$ cat src/rtl/adcseq_pkg.sv
package adcseq_pkg;

  typedef enum logic [2:0] {
    ST_IDLE,
    ST_SETTLE,
    ST_START,
    ST_WAIT,
    ST_STORE
  } seqState_t;

  // strobes from the sequencer control to the datapath
  typedef struct packed {
    logic accClear;
    logic accAdd;
    logic storeEn;
  } dpCtrl_t;

endpackage

$ cat src/rtl/adcseq_prescaler.sv
module adcseq_prescaler #(
  parameter int DIV_W     = 16,
  parameter int DIV_MIN   = 10,
  parameter int DIV_RESET = 2400
) (
  input  logic             clk,
  input  logic             rstN,
  input  logic             divWr,
  input  logic [DIV_W-1:0] divData,
  output logic             tick
);
  localparam logic [DIV_W-1:0] MinVal   = DIV_W'(DIV_MIN);
  localparam logic [DIV_W-1:0] ResetVal = DIV_W'(DIV_RESET);

  logic [DIV_W-1:0] pendDiv;
  logic [DIV_W-1:0] actDiv;
  logic [DIV_W-1:0] cnt;
  logic [DIV_W-1:0] clamped;

  assign clamped = (divData < MinVal) ? MinVal : divData;
  assign tick    = (cnt == actDiv - 1'b1);

  always_ff @(posedge clk or negedge rstN) begin
    if (!rstN) begin
      pendDiv <= ResetVal;
      actDiv  <= ResetVal;
      cnt     <= '0;
    end else begin
      if (divWr) pendDiv <= clamped;
      if (tick) begin
        cnt    <= '0;
        actDiv <= pendDiv;
      end else begin
        cnt <= cnt + 1'b1;
      end
    end
  end
endmodule

$ cat src/rtl/adcseq_ctrl.sv
module adcseq_ctrl
  import adcseq_pkg::*;
#(
  parameter int NUM_CH    = 8,
  parameter int CH_W      = 3,
  parameter int DLY_W     = 8,
  parameter int AVG_W     = 3,
  parameter int MAX_SHIFT = 4,
  parameter int SH_W      = 3
) (
  input  logic                    clk,
  input  logic                    rstN,
  input  logic                    tick,
  input  logic [NUM_CH-1:0]       chEnable,
  input  logic [NUM_CH*DLY_W-1:0] openDelay,
  input  logic [NUM_CH*AVG_W-1:0] avgSel,
  input  logic                    adcDone,
  output logic                    adcStart,
  output logic                    adcPowerEn,
  output logic [CH_W-1:0]         curChan,
  output logic [SH_W-1:0]         shiftAmt,
  output dpCtrl_t                 dpCtrl
);
  localparam int SC_W = MAX_SHIFT + 1;

  seqState_t        state;
  logic [CH_W-1:0]  nxtChan;
  logic             nxtFound;
  logic [DLY_W-1:0] dlyCnt;
  logic [DLY_W-1:0] curDelay;
  logic [AVG_W-1:0] curSel;
  logic [SC_W-1:0]  sampCnt;
  logic [SC_W-1:0]  groupLast;
  logic             anyEn;
  logic             curEn;
  logic             skip;

  assign anyEn    = |chEnable;
  assign curEn    = chEnable[curChan];
  assign curDelay = openDelay[curChan*DLY_W +: DLY_W];
  assign curSel   = avgSel[curChan*AVG_W +: AVG_W];
  assign shiftAmt = (curSel > AVG_W'(MAX_SHIFT)) ? SH_W'(MAX_SHIFT) : SH_W'(curSel);
  assign groupLast = (SC_W'(1) << shiftAmt) - SC_W'(1);
  assign skip     = (state == ST_SETTLE || state == ST_START) && anyEn && !curEn;

  // next enabled channel above the current one, wrapping
  always_comb begin
    nxtChan  = curChan;
    nxtFound = 1'b0;
    for (int k = 1; k <= NUM_CH; k++) begin
      if (!nxtFound && chEnable[(int'(curChan) + k) % NUM_CH]) begin
        nxtChan  = CH_W'((int'(curChan) + k) % NUM_CH);
        nxtFound = 1'b1;
      end
    end
  end

  assign adcPowerEn = (state != ST_IDLE);
  assign adcStart   = (state == ST_START) && tick && curEn;

  always_comb begin
    dpCtrl.accAdd   = (state == ST_WAIT) && adcDone;
    dpCtrl.storeEn  = (state == ST_STORE);
    dpCtrl.accClear = (state == ST_IDLE) || (state == ST_STORE) || skip;
  end

  always_ff @(posedge clk or negedge rstN) begin
    if (!rstN) begin
      state   <= ST_IDLE;
      curChan <= CH_W'(NUM_CH - 1);
      dlyCnt  <= '0;
      sampCnt <= '0;
    end else begin
      case (state)
        ST_IDLE: begin
          if (anyEn) begin
            curChan <= nxtChan;
            dlyCnt  <= '0;
            sampCnt <= '0;
            state   <= ST_SETTLE;
          end
        end
        ST_SETTLE: begin
          if (!anyEn) begin
            state <= ST_IDLE;
          end else if (skip) begin
            curChan <= nxtChan;
            dlyCnt  <= '0;
            sampCnt <= '0;
          end else if (tick) begin
            if (dlyCnt >= curDelay) state <= ST_START;
            else dlyCnt <= dlyCnt + 1'b1;
          end
        end
        ST_START: begin
          if (!anyEn) begin
            state <= ST_IDLE;
          end else if (skip) begin
            curChan <= nxtChan;
            dlyCnt  <= '0;
            sampCnt <= '0;
            state   <= ST_SETTLE;
          end else if (tick) begin
            state <= ST_WAIT;
          end
        end
        ST_WAIT: begin
          if (adcDone) begin
            if (sampCnt >= groupLast) begin
              state <= ST_STORE;
            end else begin
              sampCnt <= sampCnt + 1'b1;
              state   <= ST_START;
            end
          end
        end
        ST_STORE: begin
          if (anyEn) begin
            curChan <= nxtChan;
            dlyCnt  <= '0;
            sampCnt <= '0;
            state   <= ST_SETTLE;
          end else begin
            state <= ST_IDLE;
          end
        end
        default: state <= ST_IDLE;
      endcase
    end
  end
endmodule

$ cat src/rtl/adcseq_datapath.sv
module adcseq_datapath
  import adcseq_pkg::*;
#(
  parameter int NUM_CH = 8,
  parameter int CH_W   = 3,
  parameter int SMP_W  = 12,
  parameter int ACC_W  = 16,
  parameter int SH_W   = 3
) (
  input  logic              clk,
  input  logic              rstN,
  input  dpCtrl_t           dpCtrl,
  input  logic [CH_W-1:0]   chan,
  input  logic [SH_W-1:0]   shiftAmt,
  input  logic [NUM_CH-1:0] chEnable,
  input  logic [SMP_W-1:0]  adcSample,
  input  logic [CH_W-1:0]   rdChan,
  output logic [SMP_W-1:0]  rdData,
  output logic              rdValid,
  output logic [NUM_CH-1:0] validVec
);
  logic [ACC_W-1:0]        acc;
  logic [ACC_W-1:0]        avgVal;
  logic [NUM_CH*SMP_W-1:0] resFlat;

  assign avgVal = acc >> shiftAmt;

  always_ff @(posedge clk or negedge rstN) begin
    if (!rstN) acc <= '0;
    else if (dpCtrl.accClear) acc <= '0;
    else if (dpCtrl.accAdd) acc <= acc + ACC_W'(adcSample);
  end

  for (genvar g = 0; g < NUM_CH; g++) begin : g_slot
    logic [SMP_W-1:0] res;
    logic             vld;
    always_ff @(posedge clk or negedge rstN) begin
      if (!rstN) begin
        res <= '0;
        vld <= 1'b0;
      end else if (!chEnable[g]) begin
        vld <= 1'b0;
      end else if (dpCtrl.storeEn && chan == CH_W'(g)) begin
        res <= SMP_W'(avgVal);
        vld <= 1'b1;
      end
    end
    assign resFlat[g*SMP_W +: SMP_W] = res;
    assign validVec[g] = vld;
  end

  assign rdData  = resFlat[rdChan*SMP_W +: SMP_W];
  assign rdValid = validVec[rdChan];
endmodule

$ cat src/rtl/adc_step_seq.sv
module adc_step_seq #(
  parameter int NUM_CH    = 8,
  parameter int SMP_W     = 12,
  parameter int DIV_W     = 16,
  parameter int DIV_MIN   = 10,
  parameter int DIV_RESET = 2400,
  parameter int DLY_W     = 8,
  parameter int AVG_W     = 3
) (
  input  logic                    clk,
  input  logic                    rstN,
  input  logic                    divWr,
  input  logic [DIV_W-1:0]        divData,
  input  logic [NUM_CH-1:0]       chEnable,
  input  logic [NUM_CH*DLY_W-1:0] openDelay,
  input  logic [NUM_CH*AVG_W-1:0] avgSel,
  input  logic [$clog2(NUM_CH)-1:0] rdChan,
  output logic [SMP_W-1:0]        rdData,
  output logic                    rdValid,
  output logic [NUM_CH-1:0]       validVec,
  output logic                    adcPowerEn,
  output logic                    adcStart,
  output logic [$clog2(NUM_CH)-1:0] adcChan,
  input  logic                    adcDone,
  input  logic [SMP_W-1:0]        adcSample
);
  import adcseq_pkg::*;

  localparam int CH_W      = $clog2(NUM_CH);
  localparam int MAX_SHIFT = 4;
  localparam int SH_W      = $clog2(MAX_SHIFT + 1);
  localparam int ACC_W     = SMP_W + MAX_SHIFT;

  logic            convTick;
  logic [SH_W-1:0] shiftAmt;
  dpCtrl_t         dpCtrl;

  adcseq_prescaler #(
    .DIV_W(DIV_W), .DIV_MIN(DIV_MIN), .DIV_RESET(DIV_RESET)
  ) u_div (
    .clk(clk), .rstN(rstN), .divWr(divWr), .divData(divData), .tick(convTick)
  );

  adcseq_ctrl #(
    .NUM_CH(NUM_CH), .CH_W(CH_W), .DLY_W(DLY_W), .AVG_W(AVG_W),
    .MAX_SHIFT(MAX_SHIFT), .SH_W(SH_W)
  ) u_ctrl (
    .clk(clk), .rstN(rstN), .tick(convTick), .chEnable(chEnable),
    .openDelay(openDelay), .avgSel(avgSel), .adcDone(adcDone),
    .adcStart(adcStart), .adcPowerEn(adcPowerEn), .curChan(adcChan),
    .shiftAmt(shiftAmt), .dpCtrl(dpCtrl)
  );

  adcseq_datapath #(
    .NUM_CH(NUM_CH), .CH_W(CH_W), .SMP_W(SMP_W), .ACC_W(ACC_W), .SH_W(SH_W)
  ) u_dp (
    .clk(clk), .rstN(rstN), .dpCtrl(dpCtrl), .chan(adcChan),
    .shiftAmt(shiftAmt), .chEnable(chEnable), .adcSample(adcSample),
    .rdChan(rdChan), .rdData(rdData), .rdValid(rdValid), .validVec(validVec)
  );
endmodule

$ cat config.mk
export PLATFORM = sky130hd
export DESIGN_NAME = adc_step_seq
export DESIGN_NICKNAME = d
export VERILOG_FILES = /design/src/rtl/adcseq_pkg.sv /design/src/rtl/adcseq_prescaler.sv /design/src/rtl/adcseq_ctrl.sv /design/src/rtl/adcseq_datapath.sv /design/src/rtl/adc_step_seq.sv
export SDC_FILE = /design/constraint.sdc
export NUM_CORES = 1
export LEC_CHECK = 0
export ABC_AREA = 1
export BUFFER_PORTS_ARGS = -buffer_cell sky130_fd_sc_hd__clkbuf_2
export CORE_MARGIN = 2
export CORE_UTILIZATION = 54
export CTS_CLUSTER_DIAMETER = 200
export DETAILED_ROUTE_END_ITERATION = 10
export PLACE_DENSITY_LB_ADDON = 0.3
export RECOVER_POWER = 100
export SETUP_SLACK_MARGIN = 0.4
export SYNTH_ARGS = -nofsm -noshare
export SYNTH_HDL_FRONTEND = slang
export SYNTH_HIERARCHICAL = 1
export SYNTH_SLANG_ARGS = --single-unit
$ cat constraint.sdc
create_clock -name clk -period 2.8 [get_ports clk]
set_input_delay 0.56 -clock clk [delete_from_list [all_inputs] [get_ports clk]]
set_output_delay 0.56 -clock clk [all_outputs]
set_load 0.01 [all_outputs]
# Word level (Yosys, flattened, before mapping)

Cells that the tools add are included.

Add/subtract/negate cells: 14
$mul: 2
Divide/modulo/power cells: 0
Order comparisons: 14
Equality and inequality tests: 35
Shift-type cells: 5
Mux-type cells: 94
Bitwise logic cells: 8
Reductions and logical operators: 61

Operators with widths:

| kind                                                 | number |
|---|---|
| variable part select 96 x 8 -> 12 bit                | 1 |
| 2-to-1 mux 3 bit                                     | 22 |
| 2-to-1 mux 16 bit                                    | 4 |
| variable part select 64 x 7 -> 8 bit                 | 1 |
| 2-to-1 mux 8 bit                                     | 7 |
| 2-to-1 mux 1 bit                                     | 42 |
| < comparator 4 x 5 -> 1 bit (second input constant)  | 8 |
| binary-select mux 1 bit (select 3 bit)               | 10 |
| != test 2 x 1 -> 1 bit (second input constant)       | 15 |
| 2-to-1 mux 5 bit                                     | 5 |
| one-hot mux 8 bit (3 select lines)                   | 1 |
| OR reduction 3 bit                                   | 8 |
| variable part select 24 x 6 -> 3 bit                 | 1 |
| logical AND 1 bit                                    | 20 |
| adder 16 x 1 -> 16 bit (second input constant)       | 1 |
| adder 16 x 12 -> 16 bit                              | 1 |
| equality test 16 bit                                 | 1 |
| < comparator 16 x 4 -> 1 bit (second input constant) | 1 |
| AND reduction 2 bit                                  | 8 |
| >> shifter 16 x 3 -> 12 bit                          | 1 |
| subtractor 16 x 1 -> 16 bit (second input constant)  | 1 |
| equality test 3 bit (second input constant)          | 5 |
| one-hot mux 3 bit (5 select lines)                   | 1 |
| one-hot mux 5 bit (3 select lines)                   | 1 |
| 31 further kinds                                     | 67 |

Flip-flop bits (word level): 187
Latch bits: 0
RAM bits: 0
ROM bits: 0
Input port bits: 131
Output and inout bits: 26
Logic and storage cells: 257
Memories: 0

# Logic depth before layout (Yosys ltp)

Depth in word-level cells: 31
Mapped depth: 21
Gate-level depth less buffers: 19

# By module

Netlist, hierarchy kept.

By module, submodules not included:

| module           | instances | cells an instance | area each (um^2) | sequential area each (um^2) |
|---|---|---|---|---|
| adcseq_datapath  | 1         | 958               | 6,834.1          | 3,002.9 |
| adcseq_prescaler | 1         | 359               | 2,899.0          | 1,211.2 |
| adcseq_ctrl      | 1         | 468               | 2,817.7          | 479.2 |

# Worst setup path after synthesis

No wires, ideal clock.

Path kind: register to register
Start point: register u_ctrl.curChan[0]
End point: register u_ctrl.dlyCnt[6]
Setup time: 121 ps
Data arrival time: 2,872 ps
Data required time: 2,679 ps
Path slack: -193 ps
Stages on the path, launching flop included: 18
Path buffers: 5
Clock period less this slack: 2,993 ps
Cell sequence: dfstp_2 buf_6 buf_6 clkbuf_1 clkbuf_1 o21ai_0 o22ai_1 nor2_1 ha_1 a21oi_1 o21ai_0 nand2_1 o2111ai_1 o211ai_1 nand2_2 buf_2 nand2_1 o21ai_1

Word-level cells in the longest chain between the ends: 7
Elaborated cells on any way between the ends: 13
Those cells by class: order compare (1); eq/ne (3); shift (1); mux (5); reduce/logical (3)

Ends and longest elaborated chain:

| element                                                                     | RTL line          | RTL |
|---|---|---|
| start: declaration                                                          | adcseq_ctrl.sv:20 | `output logic [CH_W-1:0] curChan,` |
| start signal: assignment                                                    | adcseq_ctrl.sv:70 | `curChan <= CH_W'(NUM_CH - 1);` |
| start signal: assignment                                                    | adcseq_ctrl.sv:77 | `curChan <= nxtChan;` |
| start signal: assignment                                                    | adcseq_ctrl.sv:87 | `curChan <= nxtChan;` |
| parallel branches: the longest is 7 deep, another holds >= comparator 8 bit | n/a               |  |
| end signal: assignment                                                      | adcseq_ctrl.sv:92 | `else dlyCnt <= dlyCnt + 1'b1;` |
| end: declaration                                                            | adcseq_ctrl.sv:29 | `logic [DLY_W-1:0] dlyCnt;` |

Several ways; the timed one is not identified. The select of a mux whose other input is x is not followed.
A chain may end at the register's enable or synchronous reset.

# Final worst setup path

Start point: register u_ctrl.curChan[0]
End point: register u_ctrl.dlyCnt[3]

The elaborated chain is that of the path after synthesis.

==> results.yml <==
grt:
  grtUsageTotal_pct: 33.1
  number_of_global_route_vias_before_repair: 13033
  wire_length_of_the_first_global_routing_pass_mm: 64.3
  antenna_found_initial: 0
  pin_count_of_the_biggest_net_entering_global_routing: 93
  gr-total-overflow: 0
critical_path:
  timing.critical_path.to_type: "register"
  critical_path_required_ns: 3.13
  start_kind: "register"
  worst_endpoint_data_arrival_time_ns: 3.33
  critPathMaxFanout: 8
  reg2reg_setup_slack_ns: -0.20
  criticalPathCategory: "register to register"
logic_synthesis:
  synth.largest_area_cell: "sky130_fd_sc_hd__dfrtp_1"
  post_synth_top_flop: "sky130_fd_sc_hd__dfrtp_1"
  synth.yosys.warnings: 6
  ys_seq_area_share_pct: 37.4
  post_synth_main_area_contributors: "sky130_fd_sc_hd__dfrtp_1, sky130_fd_sc_hd__nand2_1, sky130_fd_sc_hd__nor2_1"
  postSynthAreaPerCell_um2: 7.03
  yosys_register_bits: 187
  synth-async-reset-ratio_pct: 100
  synth_nets: 1948
  post_synth_inst_count: 1785
  post-synth-top-area-fraction_pct: 35.1
  synth_cell_types: 54
  cell_area_after_synthesis_mm2: 0.0126
  synth_edf_count: 0
cts:
  cts.sink_count: 187
  clock_path_buffers: 2
  numCtsBuffers: 17
  ctsHoldBuffers: 0
  cts-htree-levels: 4
  clk_pin_slew_ns: 0.07
  clock_latency_ns: 0.45
  tritoncts_clock_tree: "yes"
  cts_root_buffer_type: "sky130_fd_sc_hd__clkbuf_16"
floorplan:
  core_area_mm2: 0.0227
  floorplan.initialDensity_pct: 55.3
  dieHeight_um: 156
  std_cell_rows: 55
  floorplan_die_width_um: 156
  count_of_boundary_i_o_pins: 157
  die_area_mm2: 0.0245
layout:
  drive_above_1_share_pct: 29.9
  diodes: 0
  area_delta_synth_final_pct: 29.9
  finish.instance_area_mm2: 0.0163
  fin_cells: 2305
  nNetsFinal: 2170
place:
  placement.cell_area_mm2: 0.0137
  placedCellCount: 2194
  routabilityCongestion: 0.936
  place_hpwl_mm: 26.2
  port_buffers: 156
run:
  maxCapViolations: 1
sta:
  max_slew_margin_pct: -52.1
  skew_ns: 0.0164
  setup_violating_endpoint_count_in_the_final_report: 22
  totalNegativeSetupSlack_ns: -2.11
  period_needed_ns: 3.00
  final_critical_path_setup_slack_ns: -0.203
  timing_hold_violations_final: 0
  rsz_0062_raised_after_global_routing: "true"
  timing.final.max_slew_violations: 93
  achievable-frequency_ghz: 0.333
  tightestPinTransition_ns: 2.28
  layout_worst_path_cycle_share_pct: 107
pwr:
  pwr_density_cell_mw_per_mm2: 1170
  ir_drop_v: 0.00106
  total_leakage_power_nw: 8.38
  post-layout-total-power_mw: 19.1
run_status:
  failed_checks: "capacitance limit, slew limit, setup timing"
  status: "finished, violations left"
routing:
  drtAntennaViolNets: 0
  initial_drc_count: 1574
  post-route-drc-count: 0
  routed_wire_length_per_instance_um: 19.0
  vias_per_cell: 5.99
  via_total_after_detailed_routing: 13813
  drtPass1Iterations: 6
  finalWirelength_mm: 43.7
hold_path:
  holdCritPathClass: "primary input to register"
[metrics by stage]
step	hold WS [ns]	setup WS [ns]	util [%]
global placement	0.457	-0.0696	60.4
detailed placement	0.460	-0.157	60.4
floorplan	0.264	0.0284	-
finish	0.349	-0.203	71.8
global route	0.374	-0.327	71.8
CTS	0.226	-0.0928	69.1
[final timing paths]
kind	from	endpoint	depth (start not counted)
hold / removal	divData[0]	u_div/pendDiv[0]	3
setup reg to reg	u_ctrl/curChan[0]	u_ctrl/dlyCnt[3]	17
min in group asynchronous	rstN	u_div/cnt[2]	1
setup / recovery	u_ctrl/curChan[0]	u_ctrl/dlyCnt[3]	17
hold reg to reg	u_dp/g_slot[6].res[2]	u_dp/g_slot[6].res[2]	2
max in group asynchronous	rstN	u_dp/g_slot[3].res[5]	2
[flip-flops by register name, indices dropped and copies added, names as in the netlist]
register         count
u_ctrl/curChan       3
u_ctrl/dlyCnt        8
u_ctrl/sampCnt       5
u_ctrl/state         3
u_div/actDiv        16
u_div/cnt           16
u_div/pendDiv       16
u_dp/acc            16
u_dp/g_slot.res     96
u_dp/g_slot.vld      8
[metal layers]
| layer | vias up | part of all wire, % | global-route usage (%) |
|---|---|---|---|
| met5 | - | 0 | 0 |
| met4 | 0 | 5.5 | 15.7 |
| met3 | 226 | 8.3 | 5.73 |
| met2 | 856 | 50 | 58.0 |
| met1 | 6522 | 36 | 39.5 |
| li1 | 6209 | - | - |
[report_power, final]
part           total, mW  switching [mW]  internal, mW
registers           3.35           0.312          3.03
clock network       2.36            1.12          1.24
logic               13.4            8.15          5.25
total               19.1            9.59          9.52
[cell usage after synthesis (7+ instances only)]
library cell and instances:
sky130_fd_sc_hd__nor2_1 214, sky130_fd_sc_hd__mux2_2 12, sky130_fd_sc_hd__o21ai_0 139, sky130_fd_sc_hd__buf_4 12, sky130_fd_sc_hd__ha_1 31, sky130_fd_sc_hd__nor3_2 11
sky130_fd_sc_hd__o21ai_1 15, sky130_fd_sc_hd__dfstp_2 11, sky130_fd_sc_hd__a31oi_1 15, sky130_fd_sc_hd__clkbuf_1 37, sky130_fd_sc_hd__nand3_1 106, sky130_fd_sc_hd__o21ai_2 12
sky130_fd_sc_hd__nor2_4 8, sky130_fd_sc_hd__buf_2 9, sky130_fd_sc_hd__xor2_1 19, sky130_fd_sc_hd__or2_2 9, sky130_fd_sc_hd__nor3_1 8, sky130_fd_sc_hd__nand2_1 593
sky130_fd_sc_hd__o22ai_1 42, sky130_fd_sc_hd__nand4_1 17, sky130_fd_sc_hd__dfrtp_1 176, sky130_fd_sc_hd__xnor2_1 11, sky130_fd_sc_hd__nand2_2 16, sky130_fd_sc_hd__inv_2 7
sky130_fd_sc_hd__buf_6 9, sky130_fd_sc_hd__nand3b_1 9, sky130_fd_sc_hd__inv_1 150, sky130_fd_sc_hd__a21oi_1 32
[repair_timing]
item,in CTS,in global routing
pin swaps,82,80
gates resized for setup,232,150
setup endpoints to repair,132,137
cloned,12,3
buffers inserted,51,13
[placed cells by master (no fill, tap or decap), drive strengths merged, types with 9 or more instances in the layout]
master and n:
nand2 615, nor2 229, clkbuf 181, dfrtp 176
o21ai 170, inv 162, nand3 111, buf 104
o22ai 42, a21oi 33, ha 31, xor2 19
nor3 19, nand4 18, a31oi 15, xnor2 13
mux2 12, dfstp 11, nand3b 9, or2 9
[worst max-delay path: stages (launching register included)]
cell and delay [ns]:
sky130_fd_sc_hd__dfstp_2 0.60, sky130_fd_sc_hd__buf_8 0.16, sky130_fd_sc_hd__inv_12 0.05, sky130_fd_sc_hd__buf_12 0.12, sky130_fd_sc_hd__buf_12 0.12, sky130_fd_sc_hd__buf_16 0.13
sky130_fd_sc_hd__nor2_4 0.09, sky130_fd_sc_hd__o22ai_2 0.09, sky130_fd_sc_hd__nor2_1 0.11, sky130_fd_sc_hd__ha_1 0.26, sky130_fd_sc_hd__a21oi_2 0.13, sky130_fd_sc_hd__o21ai_1 0.07
sky130_fd_sc_hd__nand2_1 0.10, sky130_fd_sc_hd__o2111ai_2 0.12, sky130_fd_sc_hd__o211ai_1 0.31, sky130_fd_sc_hd__nand2_2 0.21, sky130_fd_sc_hd__nand2_2 0.15, sky130_fd_sc_hd__o21ai_2 0.06
[area by class of cell]
class,count,area (um^2)
clock buffer,17,425
clock inverter,15,139
fill,1637,6410
inverter,159,651
multi-input combinational,1371,7950
sequential,187,4690
tap,285,357
timing repair buffer,268,2060
timing repair inverter,3,31.3
[kinds of logic after synthesis]
logic type      Yosys count  share of synthesized area (%)
xor+xnor                 33                           2.53
mux                      14                           1.44
compound gates          269                           12.2
fa+ha+maj                32                           3.25
simple gates           1021                           35.3
flops                   187                           37.4
other cells               1                         0.0299
buf+inv                 228                           7.83
No activity file was read; power rests on OpenSTA's default activity.
